## src/rtl/dcs_pkg.sv

```systemverilog
package dcs_pkg;
  localparam int unsigned NUM_SRC        = 4;
  localparam int unsigned WORDS_PER_DESC = NUM_SRC + 4;
  localparam int unsigned IDX_W          = $clog2(WORDS_PER_DESC);
  localparam int unsigned ALIGN_BITS     = 5;
  localparam int unsigned COUNT_BITS     = 24;

  // word positions inside a descriptor
  localparam int unsigned W_NEXT  = 0;
  localparam int unsigned W_DST   = NUM_SRC + 1;
  localparam int unsigned W_COUNT = NUM_SRC + 2;
  localparam int unsigned W_CTRL  = NUM_SRC + 3;

  // register offsets
  localparam logic [7:0] OFS_CTRL = 8'h00;
  localparam logic [7:0] OFS_STAT = 8'h04;
  localparam logic [7:0] OFS_CUR  = 8'h08;
  localparam logic [7:0] OFS_NEXT = 8'h0C;

  // status bit positions
  localparam int unsigned SB_ABORT  = 5;
  localparam int unsigned SB_EOC    = 8;
  localparam int unsigned SB_EOT    = 9;
  localparam int unsigned SB_ACTIVE = 10;

  typedef enum logic [2:0] {
    ST_IDLE, ST_FETCH, ST_START, ST_WAIT, ST_RESUME
  } seqState_t;

  typedef struct packed {
    logic             loadWord;
    logic [IDX_W-1:0] wordIdx;
    logic             advance;
    logic             hostSetCur;
  } dpStrobe_t;
endpackage

```

## src/rtl/dcs_datapath.sv

```systemverilog
module dcs_datapath
  import dcs_pkg::*;
#(
  parameter int unsigned ADDR_W = 32,
  parameter int unsigned DATA_W = 32
) (
  input  logic                      clk,
  input  logic                      rst_n,
  input  dpStrobe_t                 stb,
  input  logic [ADDR_W-1:0]         hostData,
  input  logic [DATA_W-1:0]         memData,
  output logic [ADDR_W-1:0]         memAddr,
  output logic [ADDR_W-1:0]         curAddr,
  output logic [ADDR_W-1:0]         nextAddr,
  output logic                      nextNull,
  output logic                      respNonNull,
  output logic [NUM_SRC*DATA_W-1:0] engSrc,
  output logic [ADDR_W-1:0]         engDst,
  output logic [COUNT_BITS-1:0]     engCount,
  output logic [DATA_W-1:0]         engCtrl
);
  localparam logic [ADDR_W-1:0] ALIGN_MASK = ~((ADDR_W'(1) << ALIGN_BITS) - ADDR_W'(1));

  logic [ADDR_W-1:0] respPtr;
  logic              loadNext;

  assign respPtr     = memData[ADDR_W-1:0] & ALIGN_MASK;
  assign respNonNull = |respPtr;
  assign nextNull    = ~|nextAddr;
  assign loadNext    = stb.loadWord && (stb.wordIdx == IDX_W'(W_NEXT));
  assign memAddr     = curAddr + {{(ADDR_W-IDX_W-2){1'b0}}, stb.wordIdx, 2'b00};

  always_ff @(posedge clk or negedge rst_n) begin
    if (!rst_n) begin
      curAddr <= '0;
    end else if (stb.hostSetCur) begin
      curAddr <= hostData & ALIGN_MASK;
    end else if (stb.advance) begin
      curAddr <= loadNext ? respPtr : nextAddr;
    end
  end

  always_ff @(posedge clk or negedge rst_n) begin
    if (!rst_n) begin
      nextAddr <= '0;
      engSrc   <= '0;
      engDst   <= '0;
      engCount <= '0;
      engCtrl  <= '0;
    end else if (stb.loadWord) begin
      if (loadNext) nextAddr <= respPtr;
      for (int i = 0; i < int'(NUM_SRC); i++) begin
        if (stb.wordIdx == IDX_W'(i + 1)) engSrc[i*DATA_W +: DATA_W] <= memData;
      end
      if (stb.wordIdx == IDX_W'(W_DST))   engDst   <= memData[ADDR_W-1:0];
      if (stb.wordIdx == IDX_W'(W_COUNT)) engCount <= memData[COUNT_BITS-1:0];
      if (stb.wordIdx == IDX_W'(W_CTRL))  engCtrl  <= memData;
    end
  end
endmodule

```

## src/rtl/dcs_control.sv

```systemverilog
module dcs_control
  import dcs_pkg::*;
(
  input  logic       clk,
  input  logic       rst_n,
  input  logic       regWrEn,
  input  logic [7:0] regAddr,
  input  logic [1:0] wrCtrlBits,
  input  logic [2:0] wrClearBits,  // {eot, eoc, abort}
  input  logic       memValid,
  input  logic       memErr,
  input  logic       respNonNull,
  input  logic       nextNull,
  input  logic       descIrqEn,
  input  logic       engDone,
  output dpStrobe_t  stb,
  output logic       memReq,
  output logic       engStart,
  output logic       enable,
  output logic       flagAbort,
  output logic       flagEoc,
  output logic       flagEot,
  output logic       active
);
  seqState_t        state;
  logic [IDX_W-1:0] wordIdx;
  logic             ctrlWrite, statWrite, respOk, respBad, descDone;
  logic             setAbort, setEoc, setEot;

  assign ctrlWrite = regWrEn && (regAddr == OFS_CTRL);
  assign statWrite = regWrEn && (regAddr == OFS_STAT);
  assign memReq    = (state == ST_FETCH) || (state == ST_RESUME);
  assign engStart  = (state == ST_START);
  assign active    = (state != ST_IDLE);
  assign respOk    = memReq && memValid && !memErr;
  assign respBad   = memReq && memValid && memErr;
  assign descDone  = (state == ST_WAIT) && engDone;

  assign setAbort = respBad;
  assign setEoc   = descDone && nextNull;
  assign setEot   = descDone && descIrqEn;

  always_comb begin
    stb            = '0;
    stb.loadWord   = respOk;
    stb.wordIdx    = wordIdx;
    stb.advance    = (descDone && !nextNull && enable) ||
                     ((state == ST_RESUME) && respOk && respNonNull);
    stb.hostSetCur = regWrEn && (regAddr == OFS_CUR) && (state == ST_IDLE);
  end

  always_ff @(posedge clk or negedge rst_n) begin
    if (!rst_n) begin
      state   <= ST_IDLE;
      wordIdx <= '0;
      enable  <= 1'b0;
    end else begin
      if (ctrlWrite) enable <= wrCtrlBits[0];
      case (state)
        ST_IDLE: begin
          wordIdx <= '0;
          if (ctrlWrite && wrCtrlBits[0]) begin
            if (wrCtrlBits[1])  state <= ST_RESUME;
            else if (!enable)   state <= ST_FETCH;
          end
        end
        ST_FETCH: begin
          if (respBad) begin
            state <= ST_IDLE;
          end else if (respOk) begin
            if (wordIdx == IDX_W'(WORDS_PER_DESC - 1)) state <= ST_START;
            else wordIdx <= wordIdx + 1'b1;
          end
        end
        ST_START: state <= ST_WAIT;
        ST_WAIT: begin
          if (engDone) begin
            wordIdx <= '0;
            state   <= stb.advance ? ST_FETCH : ST_IDLE;
          end
        end
        ST_RESUME: begin
          if (respBad) state <= ST_IDLE;
          else if (respOk) state <= respNonNull ? ST_FETCH : ST_IDLE;
        end
        default: state <= ST_IDLE;
      endcase
    end
  end

  // sticky flags: set wins over a same-cycle clear
  always_ff @(posedge clk or negedge rst_n) begin
    if (!rst_n) begin
      flagAbort <= 1'b0;
      flagEoc   <= 1'b0;
      flagEot   <= 1'b0;
    end else begin
      flagAbort <= setAbort || (flagAbort && !(statWrite && wrClearBits[0]));
      flagEoc   <= setEoc   || (flagEoc   && !(statWrite && wrClearBits[1]));
      flagEot   <= setEot   || (flagEot   && !(statWrite && wrClearBits[2]));
    end
  end
endmodule

```

## src/rtl/desc_chain_seq.sv

```systemverilog
module desc_chain_seq
  import dcs_pkg::*;
#(
  parameter int unsigned ADDR_W = 32,
  parameter int unsigned DATA_W = 32
) (
  input  logic                      clk,
  input  logic                      rst_n,
  input  logic                      regWrEn,
  input  logic [7:0]                regAddr,
  input  logic [31:0]               regWrData,
  output logic [31:0]               regRdData,
  output logic                      memReq,
  output logic [ADDR_W-1:0]         memAddr,
  input  logic                      memValid,
  input  logic                      memErr,
  input  logic [DATA_W-1:0]         memData,
  output logic                      engStart,
  output logic [NUM_SRC*DATA_W-1:0] engSrc,
  output logic [ADDR_W-1:0]         engDst,
  output logic [COUNT_BITS-1:0]     engCount,
  output logic [DATA_W-1:0]         engCtrl,
  input  logic                      engDone
);
  dpStrobe_t         stb;
  logic [ADDR_W-1:0] curAddr, nextAddr;
  logic              nextNull, respNonNull, enable;
  logic              flagAbort, flagEoc, flagEot, seqActive;
  logic [31:0]       statusWord;

  dcs_control u_ctrl (
    .clk(clk), .rst_n(rst_n),
    .regWrEn(regWrEn), .regAddr(regAddr),
    .wrCtrlBits(regWrData[1:0]),
    .wrClearBits({regWrData[SB_EOT], regWrData[SB_EOC], regWrData[SB_ABORT]}),
    .memValid(memValid), .memErr(memErr),
    .respNonNull(respNonNull), .nextNull(nextNull),
    .descIrqEn(engCtrl[0]), .engDone(engDone),
    .stb(stb), .memReq(memReq), .engStart(engStart), .enable(enable),
    .flagAbort(flagAbort), .flagEoc(flagEoc), .flagEot(flagEot),
    .active(seqActive)
  );

  dcs_datapath #(.ADDR_W(ADDR_W), .DATA_W(DATA_W)) u_dp (
    .clk(clk), .rst_n(rst_n), .stb(stb),
    .hostData(regWrData[ADDR_W-1:0]), .memData(memData),
    .memAddr(memAddr), .curAddr(curAddr), .nextAddr(nextAddr),
    .nextNull(nextNull), .respNonNull(respNonNull),
    .engSrc(engSrc), .engDst(engDst), .engCount(engCount), .engCtrl(engCtrl)
  );

  always_comb begin
    statusWord            = '0;
    statusWord[SB_ABORT]  = flagAbort;
    statusWord[SB_EOC]    = flagEoc;
    statusWord[SB_EOT]    = flagEot;
    statusWord[SB_ACTIVE] = seqActive;
    case (regAddr)
      OFS_CTRL: regRdData = {31'b0, enable};
      OFS_STAT: regRdData = statusWord;
      OFS_CUR:  regRdData = 32'(curAddr);
      OFS_NEXT: regRdData = 32'(nextAddr);
      default:  regRdData = '0;
    endcase
  end
endmodule

```

## config.mk

```make
export PLATFORM = sky130hd
export DESIGN_NAME = desc_chain_seq
export DESIGN_NICKNAME = d
export VERILOG_FILES = /design/src/rtl/dcs_pkg.sv /design/src/rtl/dcs_datapath.sv /design/src/rtl/dcs_control.sv /design/src/rtl/desc_chain_seq.sv
export SDC_FILE = /design/constraint.sdc
export NUM_CORES = 1
export LEC_CHECK = 0
export BUFFER_PORTS_ARGS = -buffer_cell sky130_fd_sc_hd__buf_2
export CAP_MARGIN = 20
export CORE_UTILIZATION = 40
export CTS_BUF_LIST = sky130_fd_sc_hd__clkbuf_4
export CTS_CLUSTER_DIAMETER = 120
export CTS_CLUSTER_SIZE = 12
export DETAILED_ROUTE_END_ITERATION = 16
export PLACE_DENSITY_LB_ADDON = 0.3
export SYNTH_ARGS = -nofsm -noshare
export SYNTH_HDL_FRONTEND = slang
export SYNTH_SLANG_ARGS = --single-unit
```

## constraint.sdc

```tcl
create_clock -name clk -period 2.2 [get_ports clk]
set_input_delay 0 -clock clk [delete_from_list [all_inputs] [get_ports clk]]
set_output_delay 0 -clock clk [all_outputs]
set_load 0.1 [all_outputs]
```

==> results of run 1 <==
## Yosys cell counts
cell       instances
nand4_1            7
o221ai_1          27
nand2b_1           5
o21ai_0            9
nor2b_1            3
fa_1               1
ha_1               9
clkbuf_1          18
buf_1              1
nor4_1            18
xnor2_1           29
nand2_1           58
mux2i_1           33
a31oi_1            2
a22oi_1            3
o2111ai_1          4
dfrtp_1          290
buf_2             29
buf_4              6
nand3_1           16
and3_1            11
and4b_1            1
nor3b_1            2
a22o_1            29
inv_1             68
mux2_2           217
a21oi_1            4
clkbuf_2           2
o32a_1             1
nor3_1             7
a32o_1             2
and2_1             5
a21boi_0           2
nor2_1            21
o311ai_0           1
mux2_1             4
o211ai_1           2
nor3_4             1
nand3_2            2
a21o_1             2
## metal layers
layer  part of all wire  GRT usage  wire length (um)  vias to the layer above
met1               0.42      0.333             17300                     5096
li1                   -          -                 -                     4395
met2               0.49      0.409             19800                      373
met4              0.029     0.0858              1190                        0
met3              0.062     0.0499              2540                       74
met5                  0          0                 0                        -
## flip-flops by register name (all words and copies together) (netlist names)
register	count
u_dp.engSrc	128
u_dp.engCount	24
u_ctrl.flagEot	1
u_ctrl.state	3
u_ctrl.wordIdx	3
u_ctrl.flagAbort	1
u_ctrl.enable	1
u_ctrl.flagEoc	1
u_dp.nextAddr	32
u_dp.curAddr	32
u_dp.engCtrl	32
u_dp.engDst	32
## power breakdown
part | switching (mW) | leakage (nW) | total, mW | internal [mW]
registers | 0.851 | 3.92 | 7.15 | 6.30
clock network | 1.69 | 0.139 | 2.31 | 0.617
logic | 7.68 | 5.71 | 10.9 | 3.26
total | 10.2 | 9.76 | 20.4 | 10.2
## path summary, 6_finish.rpt
kind / start / end / slack [ps] / depth (start not counted)
worst max-delay path: u_dp.curAddr[2] / memAddr[16] / -720 / 10
worst min-delay path: regAddr[7] / u_ctrl.state[0] / 30 / 6
worst max register to register: u_dp.nextAddr[15] / u_dp.curAddr[1] / 70 / 7
worst min register to register: u_dp.engSrc[51] / u_dp.engSrc[51] / 510 / 1
max in group asynchronous: rst_n / u_dp.engCtrl[21] / 1250 / 5
min in group asynchronous: rst_n / u_dp.engCtrl[28] / 480 / 4
## layout make-up
cell class | instances | area [sq um] | share of cell area
Antenna cell | 3 | 7.51 | 0.000410
Inverter | 68 | 255 | 0.0139
Multi-Input combinational cell | 538 | 5560 | 0.304
Clock buffer | 29 | 218 | 0.0119
Clock inverter | 1 | 11.3 | 0.000615
Tap cell | 396 | 495 | 0.0271
Timing Repair Buffer | 543 | 4500 | 0.246
Sequential cell | 290 | 7260 | 0.397
## cells in the final DEF (no fill, tap or decap), types with 5 or more instances in the layout
cell           count
and3_1             5
nand3_4            8
nand2_2           11
o21ai_0            7
dlygate4sd3_1     88
buf_6             15
o221ai_1          27
inv_1             66
and2_1             5
mux2_2           217
nor2_1            15
clkbuf_4          29
buf_4             71
nand3_2            7
nand2b_1           5
a22o_1            29
nand2_1           45
ha_1               6
nor4_1            14
xnor2_4           26
buf_2            298
mux2i_1           33
dfrtp_1          287
nand4_1            7
buf_12            67
## per-stage QoR
| step | std cells | setup WS (ps) | total power [mW] | TNS [ps] | hold slack (ps) |
|---|---|---|---|---|---|
| after floorplan | 952 | -638 | 14.7 | -5690 | -296 |
| after global placement | 1725 | 5.99 | 17.5 | 0 | 12.1 |
| after detailed placement | 1725 | -63.7 | 17.7 | -255 | 14.4 |
| after CTS | 1854 | -773 | 20.3 | -15650 | 0.149 |
| after global routing | 1868 | -855 | 21.2 | -18060 | 6.13 |
| final | 1868 | -723 | 20.4 | -14090 | 28.2 |
## critical path, cell delays in order (launching register included)
cell	delay, ps
dfrtp_1	390
ha_2	200
inv_2	40
fa_2	360
nor2b_4	170
o2111ai_4	180
buf_6	170
nor3_4	160
nand3_2	150
xnor2_4	190
buf_12	200
## what timing repair did
action | 4_1_cts | 5_1_grt
pin swaps | 27 | 22
hold buffers | 89 | 0
endpoints found under the setup margin | 30 | 118
hold endpoints to repair | 568 | 0
buffers inserted | 10 | 12
gates resized for setup | 55 | 32
## cell families after synthesis
group,Yosys count
XOR/XNOR,29
AO/OA/AOI/OAI,88
multiplexers,254
adder cells (fa/ha/maj),10
flip-flops,290
AND/OR/NAND/NOR,157
buffers and inverters,124
==> reports/qor.csv, run 1 <==
metric,value,unit
critical path capture point type,output port,
PortBufs,356,
later-pin clock latency in the skew report,710,ps
Leak,9.76,nW
Clock Skew,33.1,ps
gpl congestion,0.872,
Mapped Area,0.0125,sq mm
RSZ-0062 raised after global routing,true,
CTS Buffer Depth,3,
antenna-violating nets left,0,
share of cells above drive strength 1,0.541,
Total Routing Usage GR,0.251,
VDD IR max,1.09,mV
WP data arrival,2920,ps
Starting Density,0.407,
die area,0.0319,sq mm
sequential element share of the synthesized area,0.582,
WS Path Type,flip-flop to output port,
Yosys cell types,40,
Placement Cell Area,0.0166,sq mm
violated checks,negative setup slack,
post-route setup slack,-723,ps
Post-Synthesis Net Count,1040,
Post-Synth Adder-Cell Area,0.0106,
P per Cell Area,1110,mW/mm^2
Cell Rows,64,
initial antenna violation count,4,
CTS root buf,clkbuf_4,
post-synth top area share,0.582,
post-layout util,0.597,
status,"complete, but fails checks",
post-route DRC violation count,0,
Nets,1557,
"area leader, netlist",dfrtp_1,
Finish-stage setup viols,28,
CTS sink cnt,290,
final WL,40800,um
WP data required,2200,ps
Syn-to-layout area delta,46.7,%
Via density,5.32,
grt total ovfl,0,
largest net degree at the start of global routing,60,
ranking of synthesized cells by area,"dfrtp_1, mux2_2, mux2i_1, inv_1, a22o_1",
FILL cells,2442,
drt pass-1 iters,5,
crit start category,flip-flop,
Max Cap Viol,0,
HP Class,input port to flip-flop,
post-synthesis compound-gate area fraction,0.0569,
die width,179,um
first-pass GRT wire length,60100,um
crit path max fanout,4,
Syn. warnings,0,
core area,0.0307,sq mm
Synth Instances,952,
clock slew at reported path FFs,130,ps
proportion of synthesized area in mux cells,0.226,
Worst Max-Slew Pin Slew,590,ps
via count,9938,
CTS tree,done,
fin. max-slew vios,0,
1st-iter DRT viols,551,
Fin. Hold Viols,0,
syn avg cell area,13.1,sq um
DR WL/cell,21.9,um
final period utilization,1.33,
CTS buffer count,28,
Die Ht,179,um
I/O pin count,360,
fin area,0.0183,sq mm
largest family of logic cells by synthesized area,multiplexers,
simple-gate share of the synthesized area,0.0625,
worst relative slew slack,0.603,
XOR/XNOR share of the synthesized area,0.0204,
vias in the first global route,10198,
DPL Wire Length,28500,um
fmax,342,MHz
H-tree levels,1,
Yosys reg bits,290,
Final min period,2920,ps
Power figures use the tool's default switching activity.
==> run 2, diff against run 1 <==
clock period = 3.4 ns   (was 2.2 ns; I/O delays follow)
==> run 2 against run 1 <==
Effect of this change: the run now ends clean; routed wire length is 4.6% lower; worst hold slack better by 120 ps; sequential share of layout area is 3.9 points higher; combinational power is 45% lower; setup slack better by 820 ps; sequential power is 35% lower; utilization is 5.4 points lower; clock-buffer cell count is 1 lower; via count is 1.3% lower; clock power is 35% lower; power is 40% lower; critical path type is now flip-flop to flip-flop; critical endpoint is now u_dp.curAddr[12].
==> reports/qor.csv, run 2 (same netlist as run 1, synthesis figures left out) <==
metric,value,unit,change
status,finished clean,,"was complete, but fails checks"
Fin. Hold Viols,0,,unchanged
Nets,1550,,was 1557
CTS sink cnt,290,,unchanged
"most common cell after layout, fill and taps aside",buf_2,,unchanged
CP max stage delay,590,ps,was 390 ps
dpl cells,1668,,was 1725
Worst Hold Depth,4,,was 6
Clock Skew,51.4,ps,was 33.1 ps
Die Ht,179,um,unchanged
critical path capture point type,flip-flop,,was output port
Via density,5.27,,was 5.32
HP Class,input port to flip-flop,,unchanged
Placement Cell Area,0.0147,sq mm,was 0.0166 sq mm
gpl congestion,0.841,,was 0.872
initial antenna violation count,4,,unchanged
DPL Wire Length,26100,um,was 28500 um
max reg flops,128,,unchanged
Total Routing Usage GR,0.244,,was 0.251
Reg2Reg Launch Point,u_dp.nextAddr[27],,was u_dp.nextAddr[15]
first-pass GRT wire length,59300,um,was 60100 um
Leak,9.12,nW,was 9.76 nW
I/O pin count,360,,unchanged
Flop pwr share,0.383,,was 0.350
final period utilization,0.973,,
H-tree levels,1,,unchanged
Finish-stage setup viols,0,,was 28
"commonest cells after routing, fill and taps aside","buf_2, dfrtp_1, mux2_2, dlygate4sd3_1, inv_1",,"was buf_2, dfrtp_1, mux2_2, dlygate4sd3_1, buf_4"
die area,0.0319,sq mm,unchanged
worst r2r dst,u_dp.curAddr[12],,was u_dp.curAddr[1]
crit start category,flip-flop,,unchanged
Worst Max-Slew Pin Slew,913,ps,was 590 ps
VDD IR max,0.725,mV,was 1.09 mV
post-route insts no fill,1861,,was 1868
clock slew at reported path FFs,150,ps,was 130 ps
Biggest register,u_dp.engSrc,,unchanged
later-pin clock latency in the skew report,760,ps,was 710 ps
WP data arrival,3920,ps,was 2920 ps
CTS buffer count,28,,unchanged
Starting Density,0.407,,unchanged
share of cells above drive strength 1,0.440,,was 0.541
start point of the critical path,u_dp.nextAddr[27],,was u_dp.curAddr[2]
"Cell Chain, Critical Path",nor4_1 -> nand4_1 -> o211ai_1 -> and2_1 -> buf_12 -> o221ai_1 -> dlygate4sd3_1,,was ha_2 -> inv_2 -> fa_2 -> nor2b_4 -> o2111ai_4 -> buf_6 -> nor3_4 -> nand3_2 -> xnor2_4 -> buf_12
P per Cell Area,732,mW/mm^2,was 1110 mW/mm^2
crit path max fanout,26,,was 4
fin area,0.0167,sq mm,was 0.0183 sq mm
CTS Buffer Depth,3,,unchanged
antenna-violating nets left,0,,unchanged
Max Cap Viol,0,,unchanged
fmax,302,MHz,
Final min period,3310,ps,
fin. max-slew vios,0,,unchanged
WP data required,4010,ps,was 2200 ps
largest net degree at the start of global routing,112,,was 60
WS Path Type,flip-flop to flip-flop,,was flip-flop to output port
Int Pwr,5.88,mW,was 10.2 mW
vias in the first global route,10277,,was 10198
drt pass-1 iters,5,,unchanged
Switch Pwr,6.31,mW,was 10.2 mW
Sw Ratio,0.517,,was 0.501
grt total ovfl,0,,unchanged
Reg2Reg Setup Slack,90,ps,was 70 ps
worst relative slew slack,0.391,,was 0.603
via count,9806,,was 9938
CTS root buf,clkbuf_4,,unchanged
CP max-delay cell,dlygate4sd3_1,,was dfrtp_1
CTS tree,done,,unchanged
PortBufs,356,,unchanged
Clk pwr share,0.124,,was 0.113
FF-to-FF path depth,7,,unchanged
capture point of the critical path,u_dp.curAddr[12],,was memAddr[16]
die width,179,um,unchanged
combinational share of power,0.493,,was 0.536
setup TNS,0,ps,was -14090 ps
1st-iter DRT viols,638,,was 551
DR WL/cell,20.9,um,was 21.9 um
final WL,38900,um,was 40800 um
total power draw,12.2,mW,was 20.4 mW
post-route DRC violation count,0,,unchanged
core area,0.0307,sq mm,unchanged
Cell Rows,64,,unchanged
Syn-to-layout area delta,33.5,%,was 46.7%
## run 2: cell count changes in the layout (fill, tap and decap cells not counted), moves of 8 or more
cell	previous run	this run
dlygate4sd3_1	88	159
buf_12	67	6
buf_4	71	21
buf_2	298	345
xnor2_1	1	29
xnor2_4	26	0
buf_6	15	3
nand2_1	45	56
nand2_2	11	2
nand3_1	3	12
nand3_4	8	0
## run 2: metrics by stage
step                       util  worst slack [ps]  hold WS (ps)
after floorplan               -              20.3          -296
after global placement    0.481               623           150
after detailed placement  0.481               564           152
after CTS                 0.541              15.7          77.0
after global routing      0.543             -12.4           133
final                     0.543              91.8           143
## run 2: how the worst min path moves through the flow
stage	startpoint	endpoint	slack (ps)
2_1_floorplan	rst_n	u_ctrl.enable	-300
3_3_place_gp	rst_n	u_dp.nextAddr[7]	150
3_5_place_dp	rst_n	u_dp.curAddr[7]	150
4_1_cts	memData[2]	u_dp.engSrc[98]	80
5_1_grt	memData[4]	u_dp.engCount[4]	130
6_report	memData[24]	u_dp.nextAddr[24]	140
## run 2: layout make-up
type,count,area [sq um]
Clock buffer,28,210
Multi-Input combinational cell,538,4760
Tap cell,396,495
Antenna cell,3,7.51
Inverter,68,255
Clock inverter,2,20.0
Sequential cell,290,7260
Fill cell,2691,14000
Timing Repair Buffer,536,3650
## run 2: worst max-delay path, delay by kind of cell, from the launching register on
| kind | cells | cell delay, ps |
|---|---|---|
| buffers and inverters | 2 | 850 |
| AOI/OAI and AO/OA | 2 | 610 |
| and+or+nand+nor | 3 | 1240 |
| DFF | 1 | 430 |
## run 2: power by group through the flow
stage          clock network [mW]  registers [mW]  logic (mW)
2_1_floorplan                   0            6.62        2.51
3_3_place_gp                    0            4.70        5.49
3_5_place_dp                    0            4.72        5.54
4_1_cts                      1.57            4.65        5.95
5_1_grt                      1.67            4.76        6.26
6_report                     1.51            4.68        6.01
## run 2: repair_timing
item,CTS,global route
setup buffers,0,1
setup endpoints to repair,12,14
hold buffers,159,0
resized for setup,11,11
pin swaps,0,1
endpoints found under the hold margin,567,0
## run 2: metal layers
layer  GRT usage  part of all wire  up-vias
met4      0.0982             0.042        2
met5           0           0.00031        -
met3      0.0492             0.061       98
li1            -                 -     4376
met2       0.402              0.47      367
met1       0.315              0.42     4963
==> run 3, diff against run 2 <==
CORE_ASPECT_RATIO = 2   (was unset)
PLACE_DENSITY = 0.64   (was unset)
PLACE_DENSITY_LB_ADDON = unset   (was 0.3)
==> run 3 against run 2 <==
Effect of this change: setup slack worse by 33 ps; final area fell by 0.65%; power increased by 0.72%; worst hold slack worse by 45 ps.
==> reports/qor.csv, run 3 (same netlist as run 1, synthesis figures left out) <==
metric,value,unit,change
worst r2r dst,u_dp.curAddr[18],,was u_dp.curAddr[12]
Reg2Reg Setup Slack,250,ps,was 90 ps
FF-to-FF path depth,7,,unchanged
crit start category,flip-flop,,unchanged
Worst Hold End,u_ctrl.flagEoc,,was u_dp.nextAddr[24]
hold_sp,regWrData[8],,was memData[24]
first-pass GRT wire length,62900,um,was 59300 um
P per Cell Area,742,mW/mm^2,was 732 mW/mm^2
Syn-to-layout area delta,32.7,%,was 33.5%
Total Routing Usage GR,0.264,,was 0.244
Max Cap Viol,0,,unchanged
final period utilization,0.983,,was 0.973
Top Layer Used,met5,,unchanged
dpl cells,1649,,was 1668
CTS tree,done,,unchanged
initial antenna violation count,2,,was 4
grt total ovfl,0,,unchanged
Final min period,3340,ps,was 3310 ps
via count,9921,,was 9806
largest net degree at the start of global routing,109,,was 112
1st-iter DRT viols,404,,was 638
DR WL met3,2170,um,was 2400 um
critical path capture point type,output port,,was flip-flop
WS Path Type,flip-flop to output port,,was flip-flop to flip-flop
DPL Wire Length,29000,um,was 26100 um
Via density,5.40,,was 5.27
Routed met1 length,14600,um,was 16500 um
WP data required,3400,ps,was 4010 ps
later-pin clock latency in the skew report,790,ps,was 760 ps
I/O pin count,360,,unchanged
fin. max-slew vios,0,,unchanged
share of cells above drive strength 1,0.442,,was 0.440
clock slew at reported path FFs,150,ps,about the same
HP Class,input port to flip-flop,,unchanged
CTS buffer count,28,,unchanged
"commonest cells after routing, fill and taps aside","buf_2, dfrtp_1, mux2_2, dlygate4sd3_1, inv_1",,unchanged
VDD IR max,0.615,mV,was 0.725 mV
die width,127,um,was 179 um
"most common cell after layout, fill and taps aside",buf_2,,unchanged
WP data arrival,3340,ps,was 3920 ps
die area,0.0319,sq mm,about the same
fin area,0.0166,sq mm,was 0.0167 sq mm
setup TNS,0,ps,unchanged
max reg flops,128,,unchanged
Fin. Hold Viols,0,,unchanged
Cell Rows,91,,was 64
core area,0.0307,sq mm,about the same
DR WL/cell,22.8,um,was 20.9 um
post-layout util,0.539,,was 0.543
CTS sink cnt,290,,unchanged
gpl congestion,0.914,,was 0.841
fmax,299,MHz,was 302 MHz
CTS root buf,clkbuf_4,,unchanged
Worst Hold Depth,4,,unchanged
Placement Cell Area,0.0147,sq mm,about the same
Finish-stage setup viols,0,,unchanged
CTS Buffer Depth,3,,unchanged
Clock Skew,78.0,ps,was 51.4 ps
post-route insts no fill,1836,,was 1861
PortBufs,356,,unchanged
Die Ht,252,um,was 179 um
crit path max fanout,5,,was 26
final WL,41900,um,was 38900 um
total power draw,12.3,mW,was 12.2 mW
Leak,9.11,nW,was 9.12 nW
drt pass-1 iters,5,,unchanged
vias in the first global route,10445,,was 10277
FILL cells,2704,,was 2691
Reg2Reg Launch Point,u_dp.nextAddr[19],,was u_dp.nextAddr[27]
WL met2,22200,um,was 18400 um
Worst Max-Slew Pin Slew,843,ps,was 913 ps
Starting Density,0.406,,was 0.407
Biggest register,u_dp.engSrc,,unchanged
RSZ-0062 raised after global routing,false,,
sequential standard cell area,0.00726,sq mm,unchanged
status,finished clean,,unchanged
worst relative slew slack,0.438,,was 0.391
H-tree levels,1,,unchanged
antenna-violating nets left,0,,unchanged
post-route DRC violation count,0,,unchanged
multi-input logic area,0.00474,sq mm,was 0.00476 sq mm
Nets,1551,,was 1550
## run 3: how the worst max path moves through the flow
stage / startpoint / endpoint / slack, ps / cells past startpoint
final: u_ctrl.wordIdx[1] / memAddr[7] / 60 / 6
after CTS: u_ctrl.wordIdx[0] / memAddr[14] / 20 / 8
after global placement: u_ctrl.state[0] / u_dp.engSrc[110] / 730 / 5
after detailed placement: u_ctrl.wordIdx[0] / memAddr[16] / 680 / 9
after global routing: u_dp.curAddr[2] / memAddr[24] / 7 / 10
after floorplan: u_ctrl.wordIdx[0] / memAddr[26] / 20 / 8
## run 3: layer usage
| metal | up-vias | track usage |
|---|---|---|
| met5 | - | 0 |
| met4 | 2 | 0.173 |
| met3 | 126 | 0.0447 |
| met2 | 372 | 0.483 |
| met1 | 5047 | 0.275 |
| li1 | 4374 | - |
## run 3: area by class of cell
cell class / count / share of cell area
multi-input cells: 538 / 0.286
clock inverters: 1 / 0.000680
flip-flops and latches: 290 / 0.438
well taps: 372 / 0.0281
repair buffers: 537 / 0.218
clock buffers: 29 / 0.0132
diodes: 1 / 0.000151
inverters: 68 / 0.0154
## run 3: critical path, cell delays in order (launching register included)
cell	delay, ps
dfrtp_1	460
ha_1	320
a21o_1	190
a21oi_1	470
nor2_1	170
xnor2_1	440
buf_2	520
## run 3: stage by stage
step	hold WS, ps	worst slack, ps
2_1_floorplan	-296	20.3
3_3_place_gp	115	732
3_5_place_dp	128	676
4_1_cts	50.1	20.7
5_1_grt	82.3	6.67
6_report	98.3	58.9
## run 3: repair_timing
item                                   CTS  global route
hold buffers                           155             0
setup buffers                            0             1
endpoints found under the hold margin  575             0
setup endpoints to repair                9            11
gates resized for setup                 11             4
## run 3: power by group
part | internal (mW) | switching (mW)
Clock | 0.399 | 1.13
Combinational | 1.42 | 4.65
Sequential | 4.07 | 0.614
Total | 5.89 | 6.39
